[src/rtl/tiny_acc_pkg.sv]
package tiny_acc_pkg;

   localparam int OPC_W = 4;
   localparam int NPH   = 6;

   // timing-state indices within one instruction slot
   localparam int PH_ADDR = 0;
   localparam int PH_READ = 1;
   localparam int PH_INC  = 2;
   localparam int PH_EX1  = 3;
   localparam int PH_EX2  = 4;
   localparam int PH_EX3  = 5;

   typedef enum logic [OPC_W-1:0] {
      OP_LDA = 4'h0,
      OP_ADD = 4'h1,
      OP_SUB = 4'h2,
      OP_OUT = 4'hE,
      OP_HLT = 4'hF
   } opcode_e;

endpackage

[src/rtl/tiny_acc_ram.sv]
module tiny_acc_ram #(
   parameter int AW = 4,
   parameter int DW = 8
) (
   input  logic          clk,
   input  logic          we,
   input  logic [AW-1:0] waddr,
   input  logic [DW-1:0] wdata,
   input  logic [AW-1:0] raddr,
   output logic [DW-1:0] rdata
);

   localparam int DEPTH = 1 << AW;

   if (AW < 1 || AW > 10) begin : g_bad_aw
      $error("tiny_acc_ram: AW out of range");
   end

   logic [DW-1:0] mem [DEPTH];

   always_ff @(posedge clk) begin
      if (we) begin
         mem[waddr] <= wdata;
      end
   end

   assign rdata = mem[raddr];

endmodule

[src/rtl/tiny_acc_seq.sv]
module tiny_acc_seq #(
   parameter int NPH = 6
) (
   input  logic           clk,
   input  logic           rst_n,
   input  logic           run,
   output logic [NPH-1:0] phase
);

   localparam logic [NPH-1:0] FIRST = {{(NPH-1){1'b0}}, 1'b1};

   if (NPH < 2) begin : g_bad_nph
      $error("tiny_acc_seq: NPH must be at least 2");
   end

   always_ff @(posedge clk or negedge rst_n) begin
      if (!rst_n) begin
         phase <= FIRST;
      end else if (run) begin
         phase <= {phase[NPH-2:0], phase[NPH-1]};
      end
   end

endmodule

[src/rtl/tiny_acc_alu.sv]
module tiny_acc_alu #(
   parameter int W      = 8,
   parameter bit RIPPLE = 1'b1
) (
   input  logic [W-1:0] a,
   input  logic [W-1:0] b,
   input  logic         sub,
   output logic [W-1:0] y
);

   logic [W-1:0] bx;
   assign bx = b ^ {W{sub}};

   if (W < 2) begin : g_bad_w
      $error("tiny_acc_alu: W must be at least 2");
   end

   if (RIPPLE) begin : g_ripple
      logic [W-1:0] c;
      assign c[0] = sub;
      for (genvar i = 0; i < W; i++) begin : g_bit
         assign y[i] = a[i] ^ bx[i] ^ c[i];
         if (i < W - 1) begin : g_carry
            assign c[i+1] = (a[i] & bx[i]) | (c[i] & (a[i] ^ bx[i]));
         end
      end
   end else begin : g_flat
      assign y = a + bx + {{(W-1){1'b0}}, sub};
   end

endmodule

[src/rtl/tiny_acc_cpu.sv]
module tiny_acc_cpu
   import tiny_acc_pkg::*;
#(
   parameter int DATA_W = 8,
   parameter int ADDR_W = 4,
   parameter bit RIPPLE = 1'b1
) (
   input  logic              clk,
   input  logic              rst_n,
   input  logic              load_en,
   input  logic [ADDR_W-1:0] load_addr,
   input  logic [DATA_W-1:0] load_data,
   output logic [DATA_W-1:0] out_value,
   output logic              halted
);

   localparam logic [ADDR_W-1:0] PC_ONE = {{(ADDR_W-1){1'b0}}, 1'b1};

   if (DATA_W != ADDR_W + OPC_W) begin : g_bad_fmt
      $error("tiny_acc_cpu: DATA_W must equal ADDR_W plus the opcode width");
   end

   logic [NPH-1:0]    phase;
   logic [ADDR_W-1:0] pc_q;
   logic [ADDR_W-1:0] mar_q;
   logic [DATA_W-1:0] ir_q;
   logic [DATA_W-1:0] acc_q;
   logic [DATA_W-1:0] breg_q;
   logic [DATA_W-1:0] out_q;
   logic              halt_q;
   logic [DATA_W-1:0] ram_rdata;
   logic [DATA_W-1:0] alu_y;
   opcode_e           opc;
   logic              is_lda, is_add, is_sub, is_out, is_hlt, uses_mem;

   tiny_acc_ram #(.AW(ADDR_W), .DW(DATA_W)) u_ram (
      .clk   (clk),
      .we    (load_en & ~rst_n),
      .waddr (load_addr),
      .wdata (load_data),
      .raddr (mar_q),
      .rdata (ram_rdata)
   );

   tiny_acc_seq #(.NPH(NPH)) u_seq (
      .clk   (clk),
      .rst_n (rst_n),
      .run   (~halt_q),
      .phase (phase)
   );

   tiny_acc_alu #(.W(DATA_W), .RIPPLE(RIPPLE)) u_alu (
      .a   (acc_q),
      .b   (breg_q),
      .sub (is_sub),
      .y   (alu_y)
   );

   assign opc = opcode_e'(ir_q[DATA_W-1 -: OPC_W]);

   always_comb begin
      is_lda   = (opc == OP_LDA);
      is_add   = (opc == OP_ADD);
      is_sub   = (opc == OP_SUB);
      is_out   = (opc == OP_OUT);
      is_hlt   = (opc == OP_HLT);
      uses_mem = is_lda | is_add | is_sub;
   end

   always_ff @(posedge clk or negedge rst_n) begin
      if (!rst_n) begin
         pc_q   <= '0;
         mar_q  <= '0;
         ir_q   <= '0;
         acc_q  <= '0;
         breg_q <= '0;
         out_q  <= '0;
         halt_q <= 1'b0;
      end else if (!halt_q) begin
         if (phase[PH_ADDR]) begin
            mar_q <= pc_q;
         end
         if (phase[PH_READ]) begin
            ir_q <= ram_rdata;
         end
         if (phase[PH_INC]) begin
            pc_q <= pc_q + PC_ONE;
         end
         if (phase[PH_EX1]) begin
            if (uses_mem) begin
               mar_q <= ir_q[ADDR_W-1:0];
            end
            if (is_out) begin
               out_q <= acc_q;
            end
            if (is_hlt) begin
               halt_q <= 1'b1;
            end
         end
         if (phase[PH_EX2]) begin
            if (is_lda) begin
               acc_q <= ram_rdata;
            end
            if (is_add | is_sub) begin
               breg_q <= ram_rdata;
            end
         end
         if (phase[PH_EX3]) begin
            if (is_add | is_sub) begin
               acc_q <= alu_y;
            end
         end
      end
   end

   assign out_value = out_q;
   assign halted    = halt_q;

endmodule

[config.mk]
export PLATFORM = sky130hd
export DESIGN_NAME = tiny_acc_cpu
export DESIGN_NICKNAME = d
export VERILOG_FILES = /design/src/rtl/tiny_acc_pkg.sv /design/src/rtl/tiny_acc_ram.sv /design/src/rtl/tiny_acc_seq.sv /design/src/rtl/tiny_acc_alu.sv /design/src/rtl/tiny_acc_cpu.sv
export SDC_FILE = /design/constraint.sdc
export NUM_CORES = 1
export LEC_CHECK = 0
export BUFFER_PORTS_ARGS = -buffer_cell sky130_fd_sc_hd__clkbuf_2
export CAP_MARGIN = 5
export CELL_PAD_IN_SITES_DETAIL_PLACEMENT = 2
export CELL_PAD_IN_SITES_GLOBAL_PLACEMENT = 2
export CORE_MARGIN = 5
export CORE_UTILIZATION = 40
export CTS_CLUSTER_DIAMETER = 80
export DETAILED_ROUTE_END_ITERATION = 7
export GPL_TIMING_DRIVEN = 0
export PLACE_DENSITY_LB_ADDON = 0.1
export SLEW_MARGIN = 10
export SYNTH_ARGS = -nofsm -noshare
export SYNTH_HDL_FRONTEND = slang
export SYNTH_SLANG_ARGS = --single-unit
[constraint.sdc]
create_clock -name clk -period 11.9 [get_ports clk]
set_input_delay 1.19 -clock clk [delete_from_list [all_inputs] [get_ports clk]]
set_output_delay 1.19 -clock clk [all_outputs]
set_load 0.03 [all_outputs]
Word-level counts from Yosys, hierarchy flattened
Memory sizes are Yosys's and may differ from the RTL's.
Index checks and enable logic that the tools add are counted.

cells by class
  add/subtract/negate cells = 1
  equal/unequal tests = 4
  multiplexer cells = 12
  bitwise operators = 44
  reductions and logical operators = 5

operators by type and width
  kind                                                  number
  two-way mux 8 bit                                     4
  bitwise XOR 1 bit                                     16
  AND 1 bit                                             15
  two-way mux 4 bit                                     3
  bitwise OR 1 bit                                      10
  equality test 4 bit (second input constant)           2
  bitwise XOR 8 bit                                     1
  AND reduction 3 bit                                   2
  two-way mux 1 bit                                     5
  adder 4 x 1 -> 4 bit (second input constant)          1
  equality test 4 x 1 -> 1 bit (second input constant)  1
  equality test 4 x 2 -> 1 bit (second input constant)  1
  zero test 4 bit                                       1
  AND reduction 2 bit                                   2
  inverter 1 bit                                        2

storage, ports and cells
  bits in registers = 47
  bits in writable memories = 128
  input port bits = 15
  output and inout bits = 9
  word-level logic and storage cells = 75
  memories kept = 1

memories
  name       depth  bits a word  read ports  clocked after Yosys merged registers in  write ports  RTL line            RTL
  u_ram.mem  16     8            1           0                                        1            tiny_acc_ram.sv:19  logic [DW-1:0] mem [DEPTH];

Longest topological paths before layout
  depth after elaboration = 20
  mapped depth = 16
  depth with buffers taken out = 14

By module
A second synthesis with hierarchy kept.

second synthesis, totals
  cells, all modules = 405
  area, all modules = 7363.3 um2

by module, submodules not included
  module        times used  cells each  area an instance (um2)  seq. area each (um2)
  tiny_acc_ram  1           221         4987.3                  3843.7
  tiny_acc_cpu  1           142         1844.3                  1026.0
  tiny_acc_alu  1           29          279.0                   0.0
  tiny_acc_seq  1           13          252.7                   151.4

Worst setup path after synthesis
No wires, ideal clock.

  path type = flip-flop to flip-flop
  start point = reg ir_q[4]
  end point = reg acc_q[7]
  library setup time = 0.122 ns
  data arrival time = 4.177 ns
  data required time = 11.778 ns
  slack = 7.602 ns
  stages on the path, launching flop included = 17
  path buffers = 2
  period minus slack after synthesis = 4.298 ns
  cell sequence = dfrtp_1 > buf_2 > nor4b_1 > buf_2 > mux2i_1 > fa_1 > fa_1 > fa_1 > inv_1 > fa_1 > inv_1 > fa_1 > fa_1 > xor2_1 > xnor2_1 > mux2_2 > o2111a_1

between the ends
  cells in the longest elaborated chain, start to end = 20
  elaborated cells between the ends (all ways) = 39
  classes of those cells = eq/ne (2); mux (4); bitwise (32); reduce/logical (1)

RTL lines
  element                       RTL line             RTL
  start: declaration            tiny_acc_cpu.sv:26   logic [DATA_W-1:0] ir_q;
  start signal: assignment      tiny_acc_cpu.sv:84   ir_q <= ram_rdata;
  equality test 4 x 2 -> 1 bit  tiny_acc_cpu.sv:64   is_sub = (opc == OP_SUB);
  bitwise XOR 8 bit             tiny_acc_alu.sv:12   assign bx = b ^ {W{sub}};
  bitwise XOR 1 bit             tiny_acc_alu.sv:24   assign c[i+1] = (a[i] & bx[i]) | (c[i] & (a[i] ^ bx[i]));
  AND 1 bit                     tiny_acc_alu.sv:24
  bitwise OR 1 bit              tiny_acc_alu.sv:24
  AND 1 bit                     tiny_acc_alu.sv:24
  bitwise OR 1 bit              tiny_acc_alu.sv:24
  AND 1 bit                     tiny_acc_alu.sv:24
  [... 4 more ...]              --
  bitwise OR 1 bit              tiny_acc_alu.sv:24
  AND 1 bit                     tiny_acc_alu.sv:24
  bitwise OR 1 bit              tiny_acc_alu.sv:24
  AND 1 bit                     tiny_acc_alu.sv:24
  bitwise OR 1 bit              tiny_acc_alu.sv:24
  bitwise XOR 1 bit             tiny_acc_alu.sv:22   assign y[i] = a[i] ^ bx[i] ^ c[i];
  two-way mux 8 bit             tiny_acc_cpu.sv:109  if (is_add | is_sub) begin
  two-way mux 8 bit (*)         tiny_acc_cpu.sv:108  if (phase[PH_EX3]) begin
  end signal: assignment        tiny_acc_cpu.sv:102  acc_q <= ram_rdata;
  end signal: assignment        tiny_acc_cpu.sv:110  acc_q <= alu_y;
  end: declaration              tiny_acc_cpu.sv:27   logic [DATA_W-1:0] acc_q;

Every way passes the cells marked *; elsewhere a longest branch is shown, timed or not.
A chain may end at the register's enable or synchronous reset.

Worst setup path after layout
Ends and elaborated chain as after synthesis.

==> results.py <==
metrics = {
    "run_status": {
        "outcome": "complete, no violations",
    },
    "drt": {
        "drt_wl_total_um": 17300,
        "routed_vias_inst": 5.44,
        "drt_iter0_drc": 254,
        "wl_per_cell_um": 24.1,
        "route.detailed.drc": 0,
        "drtAntennaViolNets": 0,
        "dr_total_vias": 3909,
        "drt-pass1-iter-count": 4,
    },
    "min_path": {
        "hold-path-cell-count": 1,
        "hold_class": "reg2reg",
    },
    "timing": {
        "skew_ns": 0.0156,
        "final_min_period_over_clock_period_pct": 39.1,
        "slew-limit-headroom_pct": 33.1,
        "fmax_ghz": 0.215,
        "setup_violations": 0,
        "hold_ws_ns": 0.479,
        "final_period_minus_worst_setup_slack_ns": 4.66,
        "tns_ns": 0,
        "worst_pin_slew_ns": 0.995,
        "report.final.hold_viol_count": 0,
        "max_slew_violation_count": 0,
        "grt_setup_unrepaired": "no",
    },
    "clocking": {
        "postCtsSetupRepairBufs": 0,
        "cts_hold_buffers": 0,
        "htreeDepth": 4,
        "post_cts_resize_count": 0,
        "worst_skew_pair_latency_ns": 0.44,
        "max-clock-path-buffers": 2,
        "numClockSinks": 175,
        "worst_setup_hold_path_clk_slew_ns": 0.08,
        "clock-root-buffer": "clkbuf_16",
        "tritoncts_clock_tree": "yes",
        "cts_buf_count": 17,
    },
    "grt": {
        "global_route_wire_length_before_repair_um": 27300,
        "grt_overflow_total": 0,
        "antenna_found_initial": 0,
        "grt_start_max_net_pins": 50,
        "grt_pass1_vias": 4362,
        "total_track_usage_pct": 17.2,
    },
    "layout": {
        "final_layout_size_suffix_gt1_share_pct": 20.7,
        "diodes": 0,
        "layout.core_utilization_pct": 46.4,
        "final_net_count": 498,
        "syn2layout_area_growth_pct": 13.8,
    },
    "worst_setup_path": {
        "crit_type": "reg2reg",
        "rr_worst_depth": 16,
        "critical_path.startpoint": "ir_q[4]",
        "worstPathRequired_ns": 12.23,
        "r2r_setup_slack_ns": 7.24,
        "worstSetupEndpointType": "flip-flop",
        "crit_arrival_ns": 4.98,
        "critPathLaunchType": "flip-flop",
        "setup.worst_path.end": "acc_q[7]",
        "crit-reg2reg-capture": "acc_q[7]",
        "crit_fanout": 10,
        "worstReg2RegStart": "ir_q[4]",
    },
    "yosys": {
        "syn_area_mm2": 0.00735,
        "synthFlopType": "edfxtp_1",
        "synth_area_leader": "edfxtp_1",
        "synth.avg_cell_area_um2": 16.9,
        "register_bit_total_from_synthesis": 175,
        "number_of_synthesis_warnings": 0,
        "ys_types": 44,
        "syn-num-nets": 456,
        "syn_inst": 434,
        "synth-seq-area-share_pct": 68.3,
        "synth-edff-count": 128,
        "portion_of_synthesized_cell_area_occupied_by_the_leading_cell_type_pct": 52.3,
        "fraction_of_registers_with_async_set_or_reset_after_synthesis_pct": 26.9,
        "netlist_top_cells_area": "edfxtp_1 52%, dfrtp_1 16%, mux4_1 8.2%",
    },
    "power": {
        "netSwitchingFraction_pct": 23.2,
        "p_seq_share_pct": 53.6,
        "pwr_density_mw_per_mm2": 147,
        "share_comb_of_total_power_pct": 1.7,
        "p_total_mw": 1.23,
        "worst_ir_drop_vdd_mv": 0.0898,
        "total_leakage_power_nw": 2.97,
        "clockPowerShare_pct": 44.7,
        "total_switching_power_uw": 286,
        "p_int_uw": 948,
    },
    "die": {
        "initial_core_util_pct": 40.8,
        "floorplan.die.height_um": 146,
        "floorplan.rows": 49,
        "ioPinCount": 24,
        "die-area_mm2": 0.0212,
        "core-area_mm2": 0.0180,
        "die_width_um": 146,
    },
    "run": {
        "max_cap_violations": 0,
    },
    "placed_design": {
        "hpwlAfterDp_um": 12000,
        "globalplace.congestion": 0.751,
        "io_buffer_count": 23,
    },
}
==> cells in the mapped netlist (3+ instances only) <==
cell type	instances
xnor2_1	9
mux4_1	23
mux4_2	9
fa_1	6
xor2_1	4
nand2b_1	6
mux2i_1	10
edfxtp_1	128
nor2_1	19
mux2_2	23
a22oi_1	10
o2bb2ai_1	4
buf_2	6
nand2_1	38
buf_6	4
dfrtp_1	46
nor3_1	6
clkbuf_1	9
nor4b_1	3
o211ai_1	5
o21ai_1	4
inv_1	14
o21ai_0	20
==> per-layer routing <==
metal / GRT usage (%) / vias to the layer above / part of all wire, %
met5: 0 / - / 0
met4: 6.34 / 0 / 2.3
met3: 4.17 / 21 / 3.4
met2: 27.2 / 62 / 49
met1: 23.3 / 2050 / 45
li1: - / 1776 / -
==> power groups by stage <==
stage / sequential [mW] / clock, mW / combinational (mW)
finish: 0.662 / 0.551 / 0.0211
global route: 0.662 / 0.599 / 0.0235
CTS: 0.662 / 0.567 / 0.0220
detailed placement: 0.675 / 0 / 0.0219
global placement: 0.674 / 0 / 0.0201
floorplan: 0.675 / 0 / 0.00499
==> metrics by stage <==
step	setup slack, ns	std cells	area, µm²
5_1_grt	7.01	718	8370
4_1_cts	7.18	718	8370
3_5_place_dp	7.18	686	7770
3_3_place_gp	7.20	686	7750
6_report	7.24	718	8370
2_1_floorplan	7.60	434	7350
==> kinds of logic after synthesis <==
group	Yosys count	share of synthesized area [%]
flip-flops	175	68.3
AND/OR/NAND/NOR	87	5.58
multiplexers	65	15.9
AO/OA/AOI/OAI	52	4.60
buffers and inverters	35	2.30
XOR/XNOR	13	1.55
adder cells (fa/ha/maj)	7	1.80
==> state kept, by name, indices dropped and copies added (netlist names) <==
name and count:
ir_q 8, out_value 8, acc_q 8, pc_q 4, halted 1, u_seq.phase 6, breg_q 8, mar_q 4
u_ram.mem 128
==> area by class of cell <==
class | instances | area, µm²
flip-flops and latches | 175 | 5020
fillers | 1684 | 9660
inverters | 14 | 52.6
plain buffers | 21 | 116
clock buffers | 17 | 425
multi-input cells | 224 | 2180
well taps | 229 | 287
clock inverters | 15 | 166
repair buffers | 23 | 118
==> worst min-delay path by stage <==
stage                               from             end
final                            pc_q[3]         pc_q[3]
after global routing        out_value[2]    out_value[2]
after CTS                        pc_q[3]         pc_q[3]
after detailed placement         pc_q[3]         pc_q[3]
after global placement    u_seq.phase[2]  u_seq.phase[2]
after floorplan           u_seq.phase[2]  u_seq.phase[2]
==> placed cells by master (no fill, tap or decap), drive strengths merged, types with 3 or more instances in the layout <==
cell type,count
a22oi,10
mux2i,10
fa,6
buf,12
nor4b,3
o21ai,24
o211ai,5
mux2,23
nand2,38
xnor2,9
o2bb2ai,4
mux4,32
dfrtp,46
xor2,4
nor3,6
nand2b,6
inv,21
clkbuf,49
nor2,19
edfxtp,128
clkinv,8
==> critical path, stage by stage (launching register included) <==
cell	delay [ns]
dfrtp_1	0.35
buf_2	0.19
nor4b_1	0.29
buf_2	0.31
mux2i_1	0.16
fa_1	0.45
fa_1	0.43
fa_1	0.40
inv_1	0.10
fa_1	0.17
inv_1	0.05
fa_1	0.41
fa_1	0.43
xor2_1	0.16
xnor2_1	0.17
mux2_2	0.36
o2111a_1	0.11
Power figures use the tool's default switching activity.
